==> src/rtl/tu_pkg.sv <==
package tu_pkg;
    localparam logic [3:0] FLAG_ADDR = 4'hE;
    localparam logic [3:0] CTRL_ADDR = 4'hF;

    localparam int B_UIE  = 5;
    localparam int B_TIE  = 4;
    localparam int B_AIE  = 3;
    localparam int B_UNIT = 0;

    localparam int B_UF = 5;
    localparam int B_TF = 4;
    localparam int B_AF = 3;
    localparam int B_LV = 1;

    localparam int N_AUTO = 2;   // sources with self-release: update, timer

    typedef struct packed {
        logic [1:0] comp;
        logic       uie;
        logic       tie;
        logic       aie;
        logic       unit;
        logic       uf;
        logic       tf;
        logic       af;
        logic       lv;
    } tu_state_t;
endpackage

==> src/rtl/tu_evt_sel.sv <==
module tu_evt_sel (
    input  logic sec_tick,
    input  logic min_tick,
    input  logic unit_min,
    output logic upd_evt
);
    always_comb begin
        upd_evt = unit_min ? min_tick : sec_tick;
    end
endmodule

==> src/rtl/tu_release.sv <==
module tu_release #(
    parameter int HOLD_CYCLES = 256
) (
    input  logic clk,
    input  logic rst_n,
    input  logic fire,
    input  logic cancel,
    output logic active
);
    localparam int CNT_W = $clog2(HOLD_CYCLES + 1);

    typedef struct packed {
        logic             act;
        logic [CNT_W-1:0] cnt;
    } rel_t;

    rel_t r_q, r_d;

    always_comb begin
        r_d = r_q;
        if (fire) begin
            r_d.act = 1'b1;
            r_d.cnt = CNT_W'(HOLD_CYCLES - 1);
        end else if (cancel) begin
            r_d.act = 1'b0;
            r_d.cnt = '0;
        end else if (r_q.act) begin
            if (r_q.cnt == '0) begin
                r_d.act = 1'b0;
            end else begin
                r_d.cnt = r_q.cnt - 1'b1;
            end
        end
    end

    always_ff @(posedge clk or negedge rst_n) begin
        if (!rst_n) begin
            r_q <= '0;
        end else begin
            r_q <= r_d;
        end
    end

    assign active = r_q.act;
endmodule

==> src/rtl/tu_irq_ctrl.sv <==
module tu_irq_ctrl #(
    parameter int ADDR_W      = 4,
    parameter int HOLD_CYCLES = 256
) (
    input  logic              clk,
    input  logic              rst_n,
    input  logic              sec_tick,
    input  logic              min_tick,
    input  logic              timer_evt,
    input  logic              alarm_evt,
    input  logic              lowv_det,
    input  logic              reg_we,
    input  logic [ADDR_W-1:0] reg_addr,
    input  logic [7:0]        reg_wdata,
    output logic [7:0]        reg_rdata,
    output logic              int_oe
);
    import tu_pkg::*;

    localparam logic [ADDR_W-1:0] A_FLAG = ADDR_W'(FLAG_ADDR);
    localparam logic [ADDR_W-1:0] A_CTRL = ADDR_W'(CTRL_ADDR);

    tu_state_t st_q, st_d;

    logic              upd_evt;
    logic              flag_wr, ctrl_wr;
    logic [N_AUTO-1:0] fire, cancel, auto_act;
    logic              alm_req;
    logic              unused_wbits;

    assign unused_wbits = ^reg_wdata[2:1];

    tu_evt_sel i_sel (
        .sec_tick (sec_tick),
        .min_tick (min_tick),
        .unit_min (st_q.unit),
        .upd_evt  (upd_evt)
    );

    always_comb begin
        flag_wr = reg_we && (reg_addr == A_FLAG);
        ctrl_wr = reg_we && (reg_addr == A_CTRL);

        st_d = st_q;
        if (ctrl_wr) begin
            st_d.comp = reg_wdata[7:6];
            st_d.uie  = reg_wdata[B_UIE];
            st_d.tie  = reg_wdata[B_TIE];
            st_d.aie  = reg_wdata[B_AIE];
            st_d.unit = reg_wdata[B_UNIT];
        end
        // write-0-to-clear; an event in the same cycle wins
        if (flag_wr) begin
            st_d.uf = st_q.uf & reg_wdata[B_UF];
            st_d.tf = st_q.tf & reg_wdata[B_TF];
            st_d.af = st_q.af & reg_wdata[B_AF];
            st_d.lv = st_q.lv & reg_wdata[B_LV];
        end
        if (upd_evt)   st_d.uf = 1'b1;
        if (timer_evt) st_d.tf = 1'b1;
        if (alarm_evt) st_d.af = 1'b1;
        if (lowv_det)  st_d.lv = 1'b1;

        fire[0]   = upd_evt & st_d.uie;
        fire[1]   = timer_evt & st_d.tie;
        cancel[0] = ctrl_wr & ~reg_wdata[B_UIE];
        cancel[1] = ctrl_wr & ~reg_wdata[B_TIE];
    end

    always_ff @(posedge clk or negedge rst_n) begin
        if (!rst_n) begin
            st_q    <= '0;
            st_q.lv <= 1'b1;
        end else begin
            st_q <= st_d;
        end
    end

    generate
        for (genvar g = 0; g < N_AUTO; g++) begin : g_auto
            tu_release #(.HOLD_CYCLES(HOLD_CYCLES)) i_rel (
                .clk    (clk),
                .rst_n  (rst_n),
                .fire   (fire[g]),
                .cancel (cancel[g]),
                .active (auto_act[g])
            );
        end
    endgenerate

    assign alm_req = st_q.af & st_q.aie;
    assign int_oe  = (|auto_act) | alm_req;

    always_comb begin
        reg_rdata = 8'h00;
        if (reg_addr == A_FLAG) begin
            reg_rdata[B_UF] = st_q.uf;
            reg_rdata[B_TF] = st_q.tf;
            reg_rdata[B_AF] = st_q.af;
            reg_rdata[B_LV] = st_q.lv;
        end else if (reg_addr == A_CTRL) begin
            reg_rdata[7:6]    = st_q.comp;
            reg_rdata[B_UIE]  = st_q.uie;
            reg_rdata[B_TIE]  = st_q.tie;
            reg_rdata[B_AIE]  = st_q.aie;
            reg_rdata[B_UNIT] = st_q.unit;
        end
    end
endmodule

==> config.mk <==
export PLATFORM = sky130hd
export DESIGN_NAME = tu_irq_ctrl
export DESIGN_NICKNAME = d
export VERILOG_FILES = /design/src/rtl/tu_pkg.sv /design/src/rtl/tu_evt_sel.sv /design/src/rtl/tu_release.sv /design/src/rtl/tu_irq_ctrl.sv
export SDC_FILE = /design/constraint.sdc
export NUM_CORES = 1
export LEC_CHECK = 0
export BUFFER_PORTS_ARGS = -buffer_cell sky130_fd_sc_hd__buf_4
export CORE_MARGIN = 8
export CORE_UTILIZATION = 59
export CTS_CLUSTER_SIZE = 25
export DETAILED_ROUTE_END_ITERATION = 10
export PLACE_DENSITY = 0.95
export SLEW_MARGIN = 20
export SYNTH_ARGS = -nofsm -noshare
export SYNTH_HDL_FRONTEND = slang
export SYNTH_SLANG_ARGS = --single-unit
==> constraint.sdc <==
create_clock -name clk -period 5.7 [get_ports clk]
set_input_delay 0.57 -clock clk [delete_from_list [all_inputs] [get_ports clk]]
set_output_delay 0.57 -clock clk [all_outputs]
set_load 0.05 [all_outputs]
==> reports/results.txt <==
Cell count after placement -> 212
CP peak stage delay -> 0.41 ns
Dominant synthesized flop cell -> dfrtp_1
FF+latch count, synth -> 30
Drt first-iter violations -> 62
Residual DRC -> 0
Sequential fraction of the synthesis area -> 46.5%
Met1 usage -> 18.2%
Minimum clock period -> 1.99 ns
Area growth, synth to finish -> 18.4%
RSZ-0062 raised after global routing -> no
Commonest non-fill, non-tap cells in the layout -> dfrtp_1, buf_4, o21ai_0
Total Routed Length -> 3780 µm
Ranking of synthesized cells by area -> dfrtp_1, o21ai_0, mux2i_1
Initial antenna violation count -> 0
Aggregate global routing overflow -> 0
Number of diodes -> 0
IO Port Bufs -> 26
Buf/Inv on CP -> 1
Die Y -> 68.3 µm
GRT busiest layer -> met2
CTS Buf Count -> 5
Postcts setup bufs -> 0
Power, Total -> 732 µW
Detailed placement HPWL -> 2970 µm
Worst-skew pair later-pin latency -> 0.35 ns
Crit path DAT -> 2.27 ns
Sw frac -> 35.7%
Avg Cell Area, Syn -> 10.2 µm²
Final Skew -> 0.00938 ns
Worst hold slack -> 0.127 ns
Nets -> 210
Die area -> 4670 µm²
Largest net degree at the start of global routing -> 31
M2 GR Usage -> 34.1%
CTS root buf -> clkbuf_4
Logic pwr share -> 30.2%
Core area -> 2690 µm²
Post-CTS Hold Buffers -> 0
Clock share of power -> 23.1%
Worst setup path class -> reg2reg
Std cell rows -> 19
Routed Antenna Nets -> 0
Max_cap viols -> 0
Mapped Nets -> 180
Drt wl/cell -> 17.2 µm
Final Non-Filler Cells -> 220
P_sw -> 261 µW
Global Route Usage Sum -> 18.3%
Clock slew at reported path FFs -> 0.10 ns
CTS H-tree lvls -> 2
Syn Inst Count -> 158
Slew Limit Fails -> 0
Final worst setup slack -> 3.71 ns
Worst Setup Start Kind -> register
Most common cell after layout, fill and taps aside -> dfrtp_1
DR vias/cell -> 6.03
Worst-margin pin slew -> 1.02 ns
Setup TNS -> 0 ns
Synth async-reset ratio -> 100%
Area of the mapped netlist -> 1620 µm²
Post-synthesis cell type count -> 43
Status -> completed
CTS tree -> yes
Cell internal pwr -> 471 µW
Maximum buffer depth of the clock tree -> 2
IO Pins -> 29
Cell family with most CP delay -> simple AND/OR/NAND/NOR gates
Vias in the first global route -> 1431
Tcrit/Tclk final -> 34.9%
Worst hold path class -> in2async
# clock sinks -> 30
Final hold violations -> 0
First-pass GRT wire length -> 6370 µm
Peak Freq -> 0.502 GHz
Met3 Track Usage GR -> 4.09%
Worst path slowest cell -> or3b_1
Final setup fails -> 0
Critical Path RT -> 5.98 ns
Peak supply drop -> 304 µV
EDFF count, synth -> 0
Slew headroom -> 31.5%
Crit path cell chain -> inv_1, ha_1, or3b_1, o41ai_4, mux2_2, o21ai_2
Top-area cell type share of the netlist area -> 44.9%
Die W -> 68.3 µm
Power Dens Cells -> 382 nW/µm²
TritonRoute pass-1 iters -> 4
RePlAce Congestion -> 0.903
Starting Density -> 60.2%
Place WS -> 3.46 ns
Yosys warns -> 0
Post-cts sizing count -> 0
Cell taking the most area after synthesis -> dfrtp_1
Via count -> 1326
Crit-path max FO -> 5
Sequential share of power -> 46.7%
Lkg Pwr -> 0.000837 µW
Crit path capture type -> register
Ratio of cells with drive above 1 in the final layout -> 25.4%
==> synth_stat cells (2+ instances only) <==
| cell type | number |
|---|---|
| a21oi_1 | 6 |
| o21ai_0 | 22 |
| a211oi_1 | 3 |
| nor2_1 | 11 |
| a211o_1 | 2 |
| mux2i_1 | 6 |
| ha_1 | 2 |
| nand3_1 | 2 |
| nand2_1 | 6 |
| nor3_1 | 8 |
| mux2_2 | 5 |
| dfrtp_1 | 29 |
| inv_1 | 8 |
| buf_4 | 2 |
| a21o_1 | 2 |
| xnor2_1 | 6 |
| nand2b_1 | 3 |
| nand3b_1 | 3 |
| xor2_1 | 2 |
| and3_1 | 6 |
| or3b_1 | 2 |
==> flip-flops by register name, indices dropped and copies added (netlist names) <==
register             cells
g_auto.i_rel.r_q        18
st_q                    10
g_auto.i_rel.active      2
==> power groups by stage <==
stage          clock (µW)  sequential, µW  combinational (µW)
4_1_cts               169             341                 221
3_5_place_dp            0             345                 219
3_3_place_gp            0             337                 199
6_report              169             342                 221
2_1_floorplan           0             328                 168
5_1_grt               180             352                 247
==> final timing paths <==
check                                       start                     end  slack (ns)  cells after the start
setup / recovery           g_auto[0].i_rel.r_q[0]  g_auto[0].i_rel.r_q[1]        3.71                      6
min in group clk                        alarm_evt                 st_q[1]        0.42                      2
hold / removal                              rst_n                 st_q[6]        0.13                      1
setup reg to reg           g_auto[0].i_rel.r_q[0]  g_auto[0].i_rel.r_q[1]        3.71                      6
max in group asynchronous                   rst_n                 st_q[0]        5.27                      1
hold reg to reg                           st_q[3]                 st_q[3]        0.53                      2
==> final cells by class <==
class,count,area (µm²)
multi-input combinational,117,821
fill,196,772
sequential,30,752
timing repair buffer,26,195
clock inverter,3,40.0
tap,31,38.8
clock buffer,5,37.5
inverter,8,30.0
==> logic make-up (layout without fill, tap and decap cells) <==
kind of cell,after synthesis,count (layout),synth area share (%)
adder cells (fa/ha/maj),2,2,1.55
multiplexers,11,11,7.20
AO/OA/AOI/OAI,43,43,17.4
AND/OR/NAND/NOR,52,52,19.7
flip-flops,30,30,46.5
buffers and inverters,11,42,3.02
XOR/XNOR,8,8,4.33
other,1,1,0.232
==> routing by layer <==
| layer | part of all wire [%] | wire, µm |
|---|---|---|
| met4 | 3.0 | 115 |
| met3 | 3.2 | 122 |
| met2 | 56 | 2120 |
| met1 | 38 | 1420 |
| met5 | 0 | 0 |
==> through the flow <==
stage | cell area (µm²) | util, %
2_1_floorplan | 1620 | -
3_3_place_gp | 1830 | 68.2
3_5_place_dp | 1830 | 68.2
4_1_cts | 1910 | 71.1
5_1_grt | 1910 | 71.3
6_report | 1910 | 71.3
Note: power is estimated with default switching activity, not from simulation.
